**config.mk**
```make
export PLATFORM = sky130hd
export DESIGN_NAME = autoinc_reg_port
export DESIGN_NICKNAME = d
export VERILOG_FILES = /design/src/rtl/autoinc_pkg.sv /design/src/rtl/autoinc_ctrl.sv /design/src/rtl/autoinc_datapath.sv /design/src/rtl/autoinc_reg_port.sv
export SDC_FILE = /design/constraint.sdc
export NUM_CORES = 1
export LEC_CHECK = 0
export ABC_AREA = 1
export BUFFER_PORTS_ARGS = -buffer_cell sky130_fd_sc_hd__buf_2
export CORE_MARGIN = 1
export CORE_UTILIZATION = 30
export CTS_BUF_LIST = sky130_fd_sc_hd__clkbuf_4 sky130_fd_sc_hd__clkbuf_8
export DETAILED_ROUTE_END_ITERATION = 8
export GPL_TIMING_DRIVEN = 0
export PLACE_DENSITY = 0.8
export SETUP_SLACK_MARGIN = 0.02
export SLEW_MARGIN = 20
export SYNTH_ARGS = -nofsm -noshare
export SYNTH_HDL_FRONTEND = slang
export SYNTH_SLANG_ARGS = --single-unit
```
**constraint.sdc**
```tcl
create_clock -name clk -period 1.1 [get_ports clk]
set_input_delay 0.11 -clock clk [delete_from_list [all_inputs] [get_ports clk]]
set_output_delay 0.11 -clock clk [all_outputs]
set_load 0.02 [all_outputs]
```
**src/rtl/autoinc_pkg.sv**
```systemverilog
package autoinc_pkg;
  // Strobes from the control to the datapath
  typedef struct packed {
    logic load;  // take the loaded index
    logic wr;    // drive a device write this cycle
    logic rd;    // drive a device read this cycle
    logic adv;   // advance the index after this cycle
  } portStrb_t;
endpackage

```
**src/rtl/autoinc_ctrl.sv**
```systemverilog
module autoinc_ctrl
  import autoinc_pkg::*;
(
  input  logic      idxLoadEn,
  input  logic      dataWrEn,
  input  logic      dataRdEn,
  output portStrb_t strb
);
  always_comb begin
    strb      = '0;
    strb.load = idxLoadEn;
    // a write wins over a read requested in the same cycle
    strb.wr   = dataWrEn;
    strb.rd   = dataRdEn && !dataWrEn;
    // one advance per performed transfer, unless a load overrides it
    strb.adv  = (dataWrEn || dataRdEn) && !idxLoadEn;
  end
endmodule

```
**src/rtl/autoinc_datapath.sv**
```systemverilog
module autoinc_datapath
  import autoinc_pkg::*;
#(
  parameter int ADDR_W = 12,
  parameter int DATA_W = 32
) (
  input  logic              clk,
  input  logic              rstN,
  input  portStrb_t         strb,
  input  logic [ADDR_W-1:0] idxLoadVal,
  input  logic [DATA_W-1:0] dataWrVal,
  output logic [DATA_W-1:0] dataRdVal,
  output logic [ADDR_W-1:0] curIdx,
  output logic              devWrEn,
  output logic              devRdEn,
  output logic [ADDR_W-1:0] devAddr,
  output logic [DATA_W-1:0] devWrData,
  input  logic [DATA_W-1:0] devRdData
);
  localparam int IDX_W   = ADDR_W - 1;
  localparam int BANK_BIT = ADDR_W - 1;

  logic [ADDR_W-1:0] idxQ;
  logic [ADDR_W-1:0] idxD;
  logic [IDX_W-1:0]  lowNext;

  assign lowNext = idxQ[IDX_W-1:0] + IDX_W'(1);

  always_comb begin
    idxD = idxQ;
    if (strb.load)     idxD = idxLoadVal;
    else if (strb.adv) idxD = {idxQ[BANK_BIT], lowNext};
  end

  always_ff @(posedge clk) begin
    if (!rstN) idxQ <= '0;
    else       idxQ <= idxD;
  end

  assign curIdx    = idxQ;
  assign devAddr   = idxQ;
  assign devWrEn   = strb.wr;
  assign devRdEn   = strb.rd;
  assign devWrData = dataWrVal;
  assign dataRdVal = devRdData;

  // a load defines the next index
  a_r2_load_taken: assert property (@(posedge clk) disable iff (!rstN)
    strb.load |=> curIdx == $past(idxLoadVal));

  // a device write without a load moves the low index on by one
  a_r3_write_advance: assert property (@(posedge clk) disable iff (!rstN)
    (devWrEn && !strb.load) |=> curIdx[IDX_W-1:0] == $past(curIdx[IDX_W-1:0]) + IDX_W'(1));

  // a device read without a load moves the low index on by one
  a_r4_read_advance: assert property (@(posedge clk) disable iff (!rstN)
    (devRdEn && !strb.load) |=> curIdx[IDX_W-1:0] == $past(curIdx[IDX_W-1:0]) + IDX_W'(1));

  // never both device strobes
  a_r5_one_strobe: assert property (@(posedge clk) disable iff (!rstN)
    !(devWrEn && devRdEn));

  // the bank bit only changes through a load
  a_r6_bank_kept: assert property (@(posedge clk) disable iff (!rstN)
    !strb.load |=> curIdx[BANK_BIT] == $past(curIdx[BANK_BIT]));

  // an idle cycle leaves the index alone
  a_r9_idle_stable: assert property (@(posedge clk) disable iff (!rstN)
    (!strb.load && !devWrEn && !devRdEn) |=> $stable(curIdx));
endmodule

```
**src/rtl/autoinc_reg_port.sv**
```systemverilog
module autoinc_reg_port
  import autoinc_pkg::*;
#(
  parameter int ADDR_W = 12,
  parameter int DATA_W = 32
) (
  input  logic              clk,
  input  logic              rstN,
  input  logic              idxLoadEn,
  input  logic [ADDR_W-1:0] idxLoadVal,
  input  logic              dataWrEn,
  input  logic [DATA_W-1:0] dataWrVal,
  input  logic              dataRdEn,
  output logic [DATA_W-1:0] dataRdVal,
  output logic [ADDR_W-1:0] curIdx,
  output logic              devWrEn,
  output logic              devRdEn,
  output logic [ADDR_W-1:0] devAddr,
  output logic [DATA_W-1:0] devWrData,
  input  logic [DATA_W-1:0] devRdData
);
  portStrb_t strb;

  autoinc_ctrl ctrl_i (
    .idxLoadEn (idxLoadEn),
    .dataWrEn  (dataWrEn),
    .dataRdEn  (dataRdEn),
    .strb      (strb)
  );

  autoinc_datapath #(.ADDR_W(ADDR_W), .DATA_W(DATA_W)) dp_i (
    .clk        (clk),
    .rstN       (rstN),
    .strb       (strb),
    .idxLoadVal (idxLoadVal),
    .dataWrVal  (dataWrVal),
    .dataRdVal  (dataRdVal),
    .curIdx     (curIdx),
    .devWrEn    (devWrEn),
    .devRdEn    (devRdEn),
    .devAddr    (devAddr),
    .devWrData  (devWrData),
    .devRdData  (devRdData)
  );
endmodule

```
==> results.md, run 1 <==
- The number of clock buffers inserted by TritonCTS is 3.
- The non-filler instance count after layout is 360.
- Setup violations remaining at the end of the flow were counted as 3.
- The element type at the critical path end is a flop.
- The first global-routing pass estimated ~4.6 mm of wire.
- The CTS tree is built.
- The routed design could run at a clock period as short as around 1200 ps.
- The total wire length is between 3 and 4 mm.
- Synthesis produced 197 cells.
- The root cell of the clock tree is sky130_fd_sc_hd__clkbuf_8.
- The synthesized flop and latch total is 12.
- The register with the most flip-flops in the layout has 12 of them.
- The worst path arrival time is 1270 ps.
- The depth of the worst register-to-register path is 8.
- Measured against its own limit, the worst slew margin works out to 83.83%.
- At the pin with the least slew margin, the transition time is 242.3 ps.
- The fmax is 868.8 MHz.
- The final setup slack of the worst path is -50.99 ps.
- The sink count of the clock tree is 12.
- The fill cell instance count of the final layout is 414.
- The initial antenna violation count is 0.
- In the detailed route, the total length drawn on met3 is 336 microns.
- The endpoint required time on the critical path is between 1000 and 1500 ps.
- The layout cell share with drive strength beyond 1 is a little over two thirds.
- By startpoint and endpoint, the worst setup path is classified as reg -> reg.
- The startpoint identified for the worst hold timing path is idxLoadVal[11].
- The minimum hold slack is 98.52 ps.
- The count of endpoints failing hold in the final timing report is 0.
- After clock tree synthesis, the clock-pin slew on the worst setup and hold paths is roughly 60 ps.
- The portion of synthesized cell area occupied by the leading cell type is around 44%.
- Of all nets on the critical path, the largest fanout is 5.
- The depth of the CTS H-tree is 1.
- The floorplan has 23 rows.
- During synthesis, Yosys emitted a total of 0 warnings.
- After global routing the overflow that remains totals 0.
- After layout, the worst path uses 104.6% of the clock period.
- Setup repair after global routing could not meet its margin everywhere.
- The beginning of the worst register-to-register path is dp_i.curIdx[0].
- Counting both buffers and inverters, the worst setup path holds a total of 0.
- The dominant delay contributor by cell family on the critical path is simple AND/OR/NAND/NOR gates.
- The number of flops mapped to enable cells by yosys is 0.
- Adding up every negative setup slack in the final design gives -91.08 ps.
- STA classifies the critical path startpoint as a flop.
- The number of slew-limit violations in the final report is 0.
- The die width is between 60 and 70 microns.
- The total power after layout is ~1.8 mW.
- For this configuration, the core starts out at a cell density of between 30% and 40%.
- The top flip-flop cell by instance count after synthesis is sky130_fd_sc_hd__dfxtp_1.
- Walking the worst path, the cells encountered are ha_4 > nand2_4 > nor2_4 > nand2_1 > nand2_1 > nand3_2 > nand2_1 > a21oi_1.
- The final weighted congestion of routability-driven global placement is 0.8687.
- After the last flow step, the layout net total stands at just under 400.
- Counting instances, the worst hold path has a depth of 3.
- The later-pin clock latency in the skew report is approximately 240 ps.
- The detailed route wirelength on metal2 is 1.859 mm.
- The highest layer touched by signal routing is met4.
- The endpoint identified for the worst register-to-register timing path is dp_i.curIdx[10].
- The quantity of I/O buffers inserted on ports is approximately 110.
- The worst-case register-to-register setup slack is -50 ps.
- The number of logic stages on the critical path including buffering is 8.
- The sequential area share after synthesis is 18.06%.
- The maximum number of pins on one net before global-route repair is 11.
- In the final routed layout, each cell accounts on average for around 9.8 microns.
- The number of global-route vias before repair came to roughly 1,100.
- In the post-synthesis netlist, the biggest area contributors are sky130_fd_sc_hd__buf_4 44%, sky130_fd_sc_hd__dfxtp_1 18%, sky130_fd_sc_hd__nand2_1 8.5%, sky130_fd_sc_hd__nor2_1 4.8%, sky130_fd_sc_hd__a21oi_1 4.1%.
- In this run the power density over the cells is ~860 nW/um^2.
- Across the run, the number of max-cap violations was 0.
- The area of the die is between 4000 and 5000 sq um.
- The floorplan step set the die height to 68.59 microns.
- The core area is 4115 sq um.
- Of all flip-flops after synthesis, the portion carrying an async set or reset was 0%.
- The length of the first detailed-routing pass in iterations is 4.
- The cell with the biggest individual delay on the critical path is sky130_fd_sc_hd__dfxtp_4.
- The number of vias in the routed layout is 1,516.
- Summed over all nets, the half-perimeter wirelength after detailed placement is around 2.9 mm.
- Summed over all cells, the static leakage comes to about 1.2 nW.
- 0 antenna diodes ended up in the layout.
- The remaining number of nets flagged by the antenna check after routing is 0.
- Dividing the detail-routed via count by the number of cells gives 4.211.
- The checks that failed: negative setup slack.
- In the synthesized netlist, the cells that appear most often are 78 x sky130_fd_sc_hd__buf_4, 30 x sky130_fd_sc_hd__nand2_1, 17 x sky130_fd_sc_hd__nor2_1, 12 x sky130_fd_sc_hd__dfxtp_1, 12 x sky130_fd_sc_hd__inv_1.
- The total nets after synthesis is 279.
- The sequential cell area is about 270 sq um.
- The area taken by multi-input logic gates is about 470 sq um.
- For hold timing, the worst endpoint is dp_i.curIdx[11].
- The worst min-delay path category is in -> reg.
- The flow ran to the end, but the final reports show violations.
- Global routing used approximately an eighth of the available tracks.
- The stage delay of the slowest cell on the critical path is approximately 370 ps.
- During I/O placement, the number of pins put on the boundary was 171.
- After synthesis the cells add up to 1330 sq um.
- The clock passes through at most 2 buffers.
- Dividing the synthesized area by the synthesized cell count gives 6.751 sq um.
- The count of distinct cell types in the synthesized netlist is 23.
- For this block, wires on met1 add up to around 1.3 mm.
- The end-of-flow core utilization is around half.
- Relative to the synthesized area, the layout overhead comes to 54.37%.
- The post-synthesis cell type with the largest combined area is sky130_fd_sc_hd__buf_4.
- The placed cell count is roughly 350.
- The dominant cell by count in the synthesized netlist is sky130_fd_sc_hd__buf_4.
- The count of unresolved DRC violations after routing is 0.
- For this block, the initial DRC count from the detailed router was 44.
- VDD sags by at most about 370 uV.
- The maximum clock skew at final layout is slightly below 3 ps.
- Among the stages of the critical path, the cell type that occurs most often is sky130_fd_sc_hd__nand2_1.
-- how the worst max path moves through the flow --
| stage | from | endpoint | slack, ps |
|---|---|---|---|
| after global placement | dp_i.curIdx[1] | dp_i.curIdx[7] | -30 |
| after global routing | dp_i.curIdx[1] | dp_i.curIdx[10] | -130 |
| after floorplan | dp_i.curIdx[1] | dp_i.curIdx[10] | 20 |
| after CTS | dp_i.curIdx[1] | dp_i.curIdx[8] | -30 |
| after detailed placement | dp_i.curIdx[1] | dp_i.curIdx[5] | -30 |
| final | dp_i.curIdx[0] | dp_i.curIdx[10] | -50 |
-- final cells by class --
cell class	instances	area share (%)
well taps	50	3.047
inverters	14	2.559
repair buffers	109	26.93
flip-flops and latches	12	12.92
multi-input cells	91	23.03
clock buffers	3	2.011
plain buffers	80	29.31
clock inverters	1	0.1828
-- layout by cell type, fill, tap and decap left out --
master,count
sky130_fd_sc_hd__a211oi_1,1
sky130_fd_sc_hd__a21oi_1,11
sky130_fd_sc_hd__a31oi_1,1
sky130_fd_sc_hd__buf_2,107
sky130_fd_sc_hd__buf_4,81
sky130_fd_sc_hd__buf_6,1
sky130_fd_sc_hd__clkbuf_8,3
sky130_fd_sc_hd__clkinv_1,1
sky130_fd_sc_hd__dfxtp_1,2
sky130_fd_sc_hd__dfxtp_2,5
sky130_fd_sc_hd__dfxtp_4,5
sky130_fd_sc_hd__ha_4,1
sky130_fd_sc_hd__inv_1,12
sky130_fd_sc_hd__inv_2,2
sky130_fd_sc_hd__nand2_1,28
sky130_fd_sc_hd__nand2_2,2
sky130_fd_sc_hd__nand2_4,1
sky130_fd_sc_hd__nand3_1,9
sky130_fd_sc_hd__nand3_2,3
sky130_fd_sc_hd__nand3b_1,1
sky130_fd_sc_hd__nand4_1,1
sky130_fd_sc_hd__nor2_1,15
sky130_fd_sc_hd__nor2_2,3
sky130_fd_sc_hd__nor2_4,1
sky130_fd_sc_hd__o211ai_1,1
sky130_fd_sc_hd__o21a_1,2
sky130_fd_sc_hd__o21ai_0,8
sky130_fd_sc_hd__o21ai_1,1
sky130_fd_sc_hd__o31ai_1,1
-- per-layer routing --
layer,global-route usage [%],vias up
li1,-,769
met1,13.35,654
met2,25.61,91
met3,1.809,2
met4,6.771,0
met5,0,-
-- report_power, final --
group          total (mW)  switching [mW]  leakage [nW]  internal, mW
combinational       0.826           0.433          1.07         0.393
sequential          0.521          0.0509         0.104         0.470
clock               0.415           0.169        0.0231         0.246
total                1.76           0.653          1.20          1.11
-- worst reg2reg max path, delay by kind of cell (launching register included) --
kind	cells	cell delay, ps
and+or+nand+nor	6	460
DFF	1	370
adders and majority gates	1	150
AOI/OAI and AO/OA	1	50
-- metrics by stage --
stage | setup slack (ps) | cell area [sq um]
after floorplan | 21.04 | 1371
after global placement | -25.59 | 1964
after detailed placement | -30.82 | 1964
after CTS | -25.62 | 2032
after global routing | -131.4 | 2053
final | -50.99 | 2053
-- what timing repair did --
| action | 4_1_cts | 5_1_grt |
|---|---|---|
| cloned | 0 | 0 |
| resized for setup | 2 | 6 |
| endpoints found under the setup margin | 7 | 9 |
| hold buffers | 0 | 0 |
| setup buffers | 2 | 1 |
| pin swaps | 0 | 5 |
-- kinds of logic (layout without fill, tap and decap cells) --
logic type / after synthesis / after routing / synth area share, %
DFF: 12 / 12 / 18.06
adders and majority gates: 1 / 1 / 0.9406
and+or+nand+nor: 64 / 64 / 20.98
AOI/OAI and AO/OA: 26 / 26 / 10.82
buffers and inverters: 94 / 207 / 49.20
(Power assumes the default switching activity.)
==> run 2: changes to the inputs <==
--- a/config.mk
+++ b/config.mk
@@ -7,12 +7,15 @@
 export LEC_CHECK = 0
 export ABC_AREA = 1
 export BUFFER_PORTS_ARGS = -buffer_cell sky130_fd_sc_hd__buf_2
+export CELL_PAD_IN_SITES_DETAIL_PLACEMENT = 0
+export CELL_PAD_IN_SITES_GLOBAL_PLACEMENT = 1
 export CORE_MARGIN = 1
-export CORE_UTILIZATION = 30
+export CORE_UTILIZATION = 17
 export CTS_BUF_LIST = sky130_fd_sc_hd__clkbuf_4 sky130_fd_sc_hd__clkbuf_8
 export DETAILED_ROUTE_END_ITERATION = 8
 export GPL_TIMING_DRIVEN = 0
-export PLACE_DENSITY = 0.8
+export PLACE_DENSITY_LB_ADDON = 0.1
+export REMOVE_ABC_BUFFERS = 1
 export SETUP_SLACK_MARGIN = 0.02
 export SLEW_MARGIN = 20
 export SYNTH_ARGS = -nofsm -noshare
==> run 2 against run 1 <==
Net effect: critical endpoint unchanged; hold slack lost 15 ps; the flow still finishes with violations (negative setup slack); non-clock buffer count shrank 142; critical path depth is the same; largest cell class is now multi-input combinational cells; maximum frequency shrank 1.4%.
==> results.md, run 2 (synthesis results as in run 1) <==
- The stage delay of the slowest cell on the critical path came to 380 ps (was 370 ps).
- The initial core utilization is 17.95% (was 32.32%).
- The most numerous cell on the critical path is sky130_fd_sc_hd__nand2_1 (unchanged).
- The leading cell type in the layout, fill and taps excluded is sky130_fd_sc_hd__buf_2 (unchanged).
- The sink count of the clock tree is 12 (unchanged).
- The depth of the CTS H-tree is 1 (unchanged).
- The number of vias in the routed layout is 1,103 (was 1,516).
- The class of the most critical setup path is reg -> reg (unchanged).
- The end-of-flow core utilization is 17.09% (was 49.89%).
- The number of global-route vias before repair is 1,016 (was 1,108).
- The CTS tree is built (unchanged).
- The later-pin clock latency in the skew report is 250 ps (was 240 ps).
- The startpoint class of the critical path was a flop (unchanged).
- The placement-stage worst setup slack is -332.3 ps (was -30.82 ps).
- The net total in the final layout is 251 (was 393).
- The total number of placement rows came to 31 (was 23).
- The worst path arrival time is 1290 ps (was 1270 ps).
- The number of slew-limit violations in the final report is 0 (unchanged).
- The portion of the clock cycle consumed by the worst path in the final layout is 106.1% (was 104.6%).
- The total power after layout came to 1.415 mW (was 1.762 mW).
- The endpoint required time on the critical path came to 1230 ps (was 1220 ps).
- The count of endpoints failing hold in the final timing report is 0 (unchanged).
- The area of the die came to 8181 sq um (was 4704 sq um).
- The number of primary I/O pins is 171 (unchanged).
- The number of hold buffers added after CTS came to 0 (unchanged).
- The average wire per cell in the routed design is 29.95 microns (was 9.769 microns).
- The met1 layer usage reported by global route is 14.14% (was 13.35%).
- The clock-pin transition on the worst setup and hold timing paths is 70 ps (was 60 ps).
- Violations in the final reports: negative setup slack (unchanged).
- The remaining number of nets flagged by the antenna check after routing came to 0 (unchanged).
- Most frequent cells in the layout: 41 x sky130_fd_sc_hd__buf_2, 29 x sky130_fd_sc_hd__nand2_1, 14 x sky130_fd_sc_hd__nor2_1 (was 107 x sky130_fd_sc_hd__buf_2, 81 x sky130_fd_sc_hd__buf_4, 28 x sky130_fd_sc_hd__nand2_1).
- The areal power density over the cells was 1117 nW/um^2 (was 858.1 nW/um^2).
- The proportion of power drawn by the clock network came to 37.4% (was 23.6%).
- The final-report setup violation count is 5 (was 3).
- The number of clock buffers inserted by TritonCTS was 3 (unchanged).
- The combined global-route utilization of all metal layers is 19.24% (was 13.14%).
- The fmax is 856.8 MHz (was 868.8 MHz).
- The sequential cell fraction of total power is 36.4% (was 29.6%).
- The most used routing layer in global routing is met3 (was met2).
- The global-route met3 utilization is 29.04% (was 1.809%).
- The count of unresolved DRC violations after routing came to 0 (unchanged).
- The maximum number of pins on one net before global-route repair was 18 (was 11).
- The HPWL reported at the end of detailed placement was 7.046 mm (was 2.864 mm).
- The ratio of routed vias to standard cells is 4.131 (was 4.211).
- The final period demand of the worst path is 1167 ps (was 1151 ps).
- The final weighted congestion of routability-driven global placement came to 0.7826 (was 0.8687).
- The flip-flop count of the largest register, all copies and words added was 12 (unchanged).
- The switching power total was 0.4859 mW (was 0.6530 mW).
- The placed cell count is 258 (was 353).
- The cell-internal power is 0.9289 mW (was 1.109 mW).
- The quantity of I/O buffers inserted on ports is 42 (was 106).
- The y dimension of the die was 90.45 microns (was 68.59 microns).
- The cell with the biggest individual delay on the critical path is sky130_fd_sc_hd__dfxtp_4 (unchanged).
- The maximum clock skew at final layout is 4.487 ps (was 2.985 ps).
- The part of the power in combinational logic came to 26.2% (was 46.9%).
- The number of violations of the max-capacitance limit is 0 (unchanged).
- The non-filler instance count after layout is 267 (was 360).
- The remaining global-route overflow is 0 (unchanged).
- The die width is 90.45 microns (was 68.59 microns).
- Status: finished, violations left (unchanged).
- The final setup slack of the worst path is -67.17 ps (was -50.99 ps).
- The diode insertion count for antenna repair is 0 (unchanged).
- The largest buffer count on any clock path came to 2 (unchanged).
- The largest driver fanout on the critical path is 5 (unchanged).
- The core area was 7408 sq um (was 4115 sq um).
- The root cell of the clock tree is sky130_fd_sc_hd__clkbuf_8 (unchanged).
- The layout cell share with drive strength beyond 1 was 45.24% (was 69.35%).
- The maximum resistive drop on vdd is 272.3 uV (was 367.9 uV).
- The length of the first detailed-routing pass in iterations is 4 (unchanged).
- The iteration-0 DRC count of the detailed router was 27 (was 44).
- The total wire length is 7.996 mm (was 3.517 mm).
- Critical path cell sequence: ha_4 > nand2_4 > nor2_4 > nand2_1 > nand2_1 > nand3_1 > nand2_1 > a21oi_1 (was ha_4 > nand2_4 > nor2_4 > nand2_1 > nand2_1 > nand3_2 > nand2_1 > a21oi_1).
- The actual slew at the worst max-slew pin is 332.7 ps (was 242.3 ps).
- The element type at the critical path end is a flop (unchanged).
- The reported leakage power was 0.5716 nW (was 1.198 nW).
- The area growth from synthesis to final layout is -4.798% (was 54.37%).
- Setup repair after global routing missed its margin: true (unchanged).
- The minimum hold slack was 83.72 ps (was 98.52 ps).
- The switching share of power is 34.35% (was 37.06%).
- The met2 global-route usage was 27.29% (was 25.61%).
- The first-pass GRT wire length is 10.21 mm (was 4.595 mm).
- The initial antenna violation count is 0 (unchanged).
- The worst slew margin relative to its limit is 77.79% (was 83.83%).
- The worst min-delay path category is in -> reg (unchanged).
[run 2: power groups by stage]
stage                     Sequential [mW]  Clock, mW  Combinational [mW]
after CTS                           0.516      0.541               0.356
after global placement              0.520          0               0.322
after detailed placement            0.522          0               0.319
final                               0.514      0.530               0.371
after global routing                0.523      0.548               0.407
after floorplan                     0.596          0               0.104
[run 2: final cells by class]
class                      instances  area (sq um)
inverter                          14         57.56
multi-input combinational         91         504.2
clock buffer                       4         55.05
timing repair buffer              47         261.5
sequential                        12         264.0
fill                             865          6142
tap                               99         123.9
[run 2: worst max-delay path, delay by kind of cell (launching register included)]
family | cells | cell delay [ps]
flip-flops | 1 | 380
adder cells (fa/ha/maj) | 1 | 150
AND/OR/NAND/NOR | 6 | 460
AO/OA/AOI/OAI | 1 | 50
[run 2: path summary, 6_finish.rpt]
check | start | end | slack, ps | cells after the start
setup reg to reg | dp_i.curIdx[0] | dp_i.curIdx[10] | -70 | 8
hold reg to reg | dp_i.curIdx[7] | dp_i.curIdx[7] | 500 | 2
hold / removal | idxLoadVal[11] | dp_i.curIdx[11] | 80 | 3
setup / recovery | dp_i.curIdx[0] | dp_i.curIdx[10] | -70 | 8
[run 2: timing repair]
action / in CTS / in global routing
cloned: 0 / 0
endpoints found under the setup margin: 9 / 10
buffers inserted: 5 / 0
pin swaps: 3 / 4
gates resized for setup: 25 / 13
[run 2: routing by layer]
metal	wire, microns	part of all wire, %
met1	2049	26
met2	3296	41
met3	2577	32
met4	72	0.90
met5	0	0
[run 2: per-stage QoR]
step	setup TNS, ps	area [sq um]
after global routing	-928.6	1266
after detailed placement	-2777	1062
after global placement	-3055	1062
after floorplan	-2744	728.2
after CTS	-263.3	1221
final	-270.7	1266
==> run 3: changes to the inputs <==
--- a/config.mk
+++ b/config.mk
@@ -10,7 +10,7 @@
 export CELL_PAD_IN_SITES_DETAIL_PLACEMENT = 0
 export CELL_PAD_IN_SITES_GLOBAL_PLACEMENT = 1
 export CORE_MARGIN = 1
-export CORE_UTILIZATION = 17
+export CORE_UTILIZATION = 18
 export CTS_BUF_LIST = sky130_fd_sc_hd__clkbuf_4 sky130_fd_sc_hd__clkbuf_8
 export DETAILED_ROUTE_END_ITERATION = 8
 export GPL_TIMING_DRIVEN = 0
@@ -20,4 +20,5 @@
 export SLEW_MARGIN = 20
 export SYNTH_ARGS = -nofsm -noshare
 export SYNTH_HDL_FRONTEND = slang
+export SYNTH_HIERARCHICAL = 1
 export SYNTH_SLANG_ARGS = --single-unit
==> run 3 against run 2 <==
Net effect: the flow now finishes without violations; combinational power fell by 13%; via count shrank 4.2%; register-to-register slack better by 80 ps; final area shrank 1.5%; clock power shrank 22%; global-route usage rose by 0.48 points; sequential power is 1% lower.
==> results.md, run 3 <==
- The synthesized flop and latch total is 12 (unchanged).
- The post-synthesis cell type with the largest combined area is sky130_fd_sc_hd__buf_4 (unchanged).
- The later-pin clock latency in the skew report was 240 ps (was 250 ps).
- The net total in the final layout is 243 (was 251).
- The worst slew margin relative to its limit came to 78.72% (was 77.79%).
- The count of endpoints failing hold in the final timing report is 0 (unchanged).
- The ratio of routed vias to standard cells came to 4.097 (was 4.131).
- The total wire length is 7.776 mm (was 7.996 mm).
- The worst path arrival time is 1210 ps (was 1290 ps).
- The number of violations of the max-capacitance limit was 0 (unchanged).
- The clock-pin transition on the worst setup and hold timing paths was 60 ps (was 70 ps).
- The CTS tree was built (unchanged).
- The share of synthesized flip-flops with an asynchronous set or reset is 0% (unchanged).
- The cell with the biggest individual delay on the critical path is sky130_fd_sc_hd__dfxtp_4 (unchanged).
- The maximum number of pins on one net before global-route repair is 15 (was 18).
- The number of vias in the routed layout is 1,057 (was 1,103).
- The synthesis warning total is 6 (was 0).
- The maximum resistive drop on vdd is 429.3 uV (was 272.3 uV).
- The final period demand of the worst path is 1086 ps (was 1167 ps).
- The length of the first detailed-routing pass in iterations is 6 (was 4).
- The quantity of I/O buffers inserted on ports is 42 (unchanged).
- The portion of the clock cycle consumed by the worst path in the final layout came to 98.70% (was 106.1%).
- The largest buffer count on any clock path was 2 (unchanged).
- Status: complete, no violations (was finished, violations left).
- The initial antenna violation count was 0 (unchanged).
- The initial core utilization was 18.53% (was 17.95%).
- The count of distinct cell types in the synthesized netlist is 21 (was 23).
- The maximum clock skew at final layout is 2.012 ps (was 4.487 ps).
- The first-pass GRT wire length is 9.632 mm (was 10.21 mm).
- The largest driver fanout on the critical path is 4 (was 5).
- The reported leakage power is 0.5481 nW (was 0.5716 nW).
- The count of unresolved DRC violations after routing is 0 (unchanged).
- Most frequent cells in the layout: 41 x sky130_fd_sc_hd__buf_2, 30 x sky130_fd_sc_hd__nand2_1, 10 x sky130_fd_sc_hd__inv_1 (was 41 x sky130_fd_sc_hd__buf_2, 29 x sky130_fd_sc_hd__nand2_1, 14 x sky130_fd_sc_hd__nor2_1).
- The fmax is 921.0 MHz (was 856.8 MHz).
- Setup repair after global routing missed its margin: true (unchanged).
- The combined global-route utilization of all metal layers is 19.72% (was 19.24%).
- The HPWL reported at the end of detailed placement is 6.732 mm (was 7.046 mm).
- The die width is 88.41 microns (was 90.45 microns).
- The leading cell type in the layout, fill and taps excluded is sky130_fd_sc_hd__buf_2 (unchanged).
- The timing endpoint of the critical path is dp_i/curIdx[10] (was dp_i.curIdx[10]).
- Critical path cell sequence: ha_4 > nand3_4 > nor2_4 > nand3_1 > nand3_2 > a21oi_2 (was ha_4 > nand2_4 > nor2_4 > nand2_1 > nand2_1 > nand3_1 > nand2_1 > a21oi_1).
- The root cell of the clock tree was sky130_fd_sc_hd__clkbuf_8 (unchanged).
- The flip-flop count of the largest register, all copies and words added was 12 (unchanged).
- The final-report setup violation count is 0 (was 5).
- The number of clock buffers inserted by TritonCTS is 3 (unchanged).
- The beginning of the worst register-to-register path is dp_i/curIdx[0] (was dp_i.curIdx[0]).
- The area of the die was 7815 sq um (was 8181 sq um).
- The startpoint class of the critical path is a flop (unchanged).
- The endpoint required time on the critical path was 1220 ps (was 1230 ps).
- The depth of the CTS H-tree is 1 (unchanged).
- The number of primary I/O pins is 171 (unchanged).
- The area growth from synthesis to final layout is -7.169% (was -4.798%).
- The number of cells produced by synthesis is 190 (was 197).
- The element type at the critical path end is a flop (unchanged).
- The area of the mapped netlist is 1344 sq um (was 1330 sq um).
- The diode insertion count for antenna repair is 0 (unchanged).
- Largest cells by area after synthesis: sky130_fd_sc_hd__buf_4 45%, sky130_fd_sc_hd__dfxtp_1 18%, sky130_fd_sc_hd__nand2_1 9.8%, sky130_fd_sc_hd__a22oi_1 3.9%, sky130_fd_sc_hd__inv_1 3.1% (was sky130_fd_sc_hd__buf_4 44%, sky130_fd_sc_hd__dfxtp_1 18%, sky130_fd_sc_hd__nand2_1 8.5%, sky130_fd_sc_hd__nor2_1 4.8%, sky130_fd_sc_hd__a21oi_1 4.1%).
- The iteration-0 DRC count of the detailed router is 26 (was 27).
- The critical register-to-register path endpoint was dp_i/curIdx[10] (was dp_i.curIdx[10]).
- The final weighted congestion of routability-driven global placement is 0.7672 (was 0.7826).
- The total number of placement rows is 31 (unchanged).
- The layout cell share with drive strength beyond 1 is 50.31% (was 45.24%).
- The top flip-flop cell by instance count after synthesis was sky130_fd_sc_hd__dfxtp_1 (unchanged).
- The sequential area share after synthesis is 17.88% (was 18.06%).
- The core area came to 7253 sq um (was 7408 sq um).
- The worst min-delay path category was in -> reg (unchanged).
- The depth of the worst register-to-register path is 6 (was 8).
- The number of hold buffers added after CTS is 0 (unchanged).
- The remaining global-route overflow is 0 (unchanged).
- The number of slew-limit violations in the final report is 0 (unchanged).
- The areal power density over the cells was 995.1 nW/um^2 (was 1117 nW/um^2).
- The number of flops mapped to enable cells by yosys is 0 (unchanged).
- The remaining number of nets flagged by the antenna check after routing was 0 (unchanged).
- The class of the most critical setup path is reg -> reg (unchanged).
- The portion of synthesized cell area occupied by the leading cell type came to 44.69% (was 44.03%).
- The synthesized area divided by synthesized cell count was 7.073 sq um (was 6.751 sq um).
- The sink count of the clock tree came to 12 (unchanged).
- The stage delay of the slowest cell on the critical path is 380 ps (about the same).
- The actual slew at the worst max-slew pin was 318.8 ps (was 332.7 ps).
- The number of global-route vias before repair came to 921 (was 1,016).
- The dominant cell by count in the synthesized netlist is sky130_fd_sc_hd__buf_4 (unchanged).
- The worst-case register-to-register setup slack is 10 ps (was -70 ps).
- The end-of-flow core utilization is 17.20% (was 17.09%).
- Top post-synthesis cells by count: 80 x sky130_fd_sc_hd__buf_4, 35 x sky130_fd_sc_hd__nand2_1, 12 x sky130_fd_sc_hd__dfxtp_1, 11 x sky130_fd_sc_hd__inv_1, 11 x sky130_fd_sc_hd__nor2_1 (was 78 x sky130_fd_sc_hd__buf_4, 30 x sky130_fd_sc_hd__nand2_1, 17 x sky130_fd_sc_hd__nor2_1, 12 x sky130_fd_sc_hd__dfxtp_1, 12 x sky130_fd_sc_hd__inv_1).
- The y dimension of the die came to 88.41 microns (was 90.45 microns).
- The average wire per cell in the routed design is 30.14 microns (was 29.95 microns).
- The launching element of the worst setup path was dp_i/curIdx[0] (was dp_i.curIdx[0]).
- The accumulated negative setup slack was 0 ps (was -270.7 ps).
- The total power after layout is 1.241 mW (was 1.415 mW).
[run 3: changes by cell type in the layout (fill, tap and decap cells not counted), moves of 3 or more]
| cell | change |
|---|---|
| sky130_fd_sc_hd__nor2_1 | -8 |
| sky130_fd_sc_hd__a22oi_1 | +7 |
| sky130_fd_sc_hd__nand2_2 | +4 |
| sky130_fd_sc_hd__o21ai_0 | -4 |
| sky130_fd_sc_hd__a21oi_1 | -3 |
| sky130_fd_sc_hd__buf_6 | -3 |
[run 3: worst min-delay path by stage]
stage                                  to  cells past startpoint      startpoint
final                     dp_i/curIdx[11]                      3  idxLoadVal[11]
after global routing      dp_i/curIdx[11]                      3  idxLoadVal[11]
after CTS                 dp_i/curIdx[11]                      3  idxLoadVal[11]
after detailed placement    dataRdVal[27]                      0   devRdData[27]
after global placement      dataRdVal[27]                      0   devRdData[27]
after floorplan            dp_i/curIdx[0]                      2            rstN
[run 3: area by class of cell]
type | count | area, sq um
fillers | 856 | 6006
multi-input cells | 86 | 520.5
repair buffers | 47 | 250.2
clock buffers | 3 | 41.29
flip-flops and latches | 12 | 270.3
well taps | 99 | 123.9
inverters | 11 | 41.29
[run 3: logic make-up after synthesis]
| kind of cell | synth area share (%) |
|---|---|
| fa+ha+maj | 0.9309 |
| compound gates | 9.869 |
| flops | 17.88 |
| buf+inv | 48.60 |
| xor+xnor | 1.304 |
| simple gates | 21.42 |
[run 3: power by group]
group / switching (mW) / total [mW] / internal [mW] / leakage (nW)
clock: 0.170 / 0.412 / 0.242 / 0.0216
sequential: 0.0468 / 0.507 / 0.461 / 0.105
combinational: 0.198 / 0.322 / 0.124 / 0.422
total: 0.415 / 1.24 / 0.826 / 0.548
[run 3: stage by stage]
step | std cells | instance area [sq um] | setup WS, ps | hold slack (ps)
floorplan | 109 | 732.0 | -361.2 | 207.6
global placement | 250 | 1066 | -387.3 | 220.5
detailed placement | 250 | 1066 | -384.0 | 220.5
CTS | 256 | 1190 | -13.58 | 87.77
global route | 258 | 1247 | -68.61 | 97.49
finish | 258 | 1247 | 14.26 | 94.61
[run 3: what timing repair did]
action	CTS	global route
resized for setup	21	16
buffers inserted	3	2
pin swaps	2	7
setup endpoints to repair	10	11
[run 3: layer usage]
layer / GRT usage (%) / up-vias / routed length [microns]
met5: 1.948 / - / 0
met4: 1.026 / 0 / 8
met3: 25.93 / 2 / 2270
met2: 25.94 / 149 / 2886
met1: 19.66 / 446 / 2611
li1: - / 460 / -
[run 3: worst max-delay path, delay by kind of cell (launching register included)]
kind                     cells  cell delay, ps
AO/OA/AOI/OAI                1              40
adder cells (fa/ha/maj)      1             150
flip-flops                   1             380
AND/OR/NAND/NOR              4             390
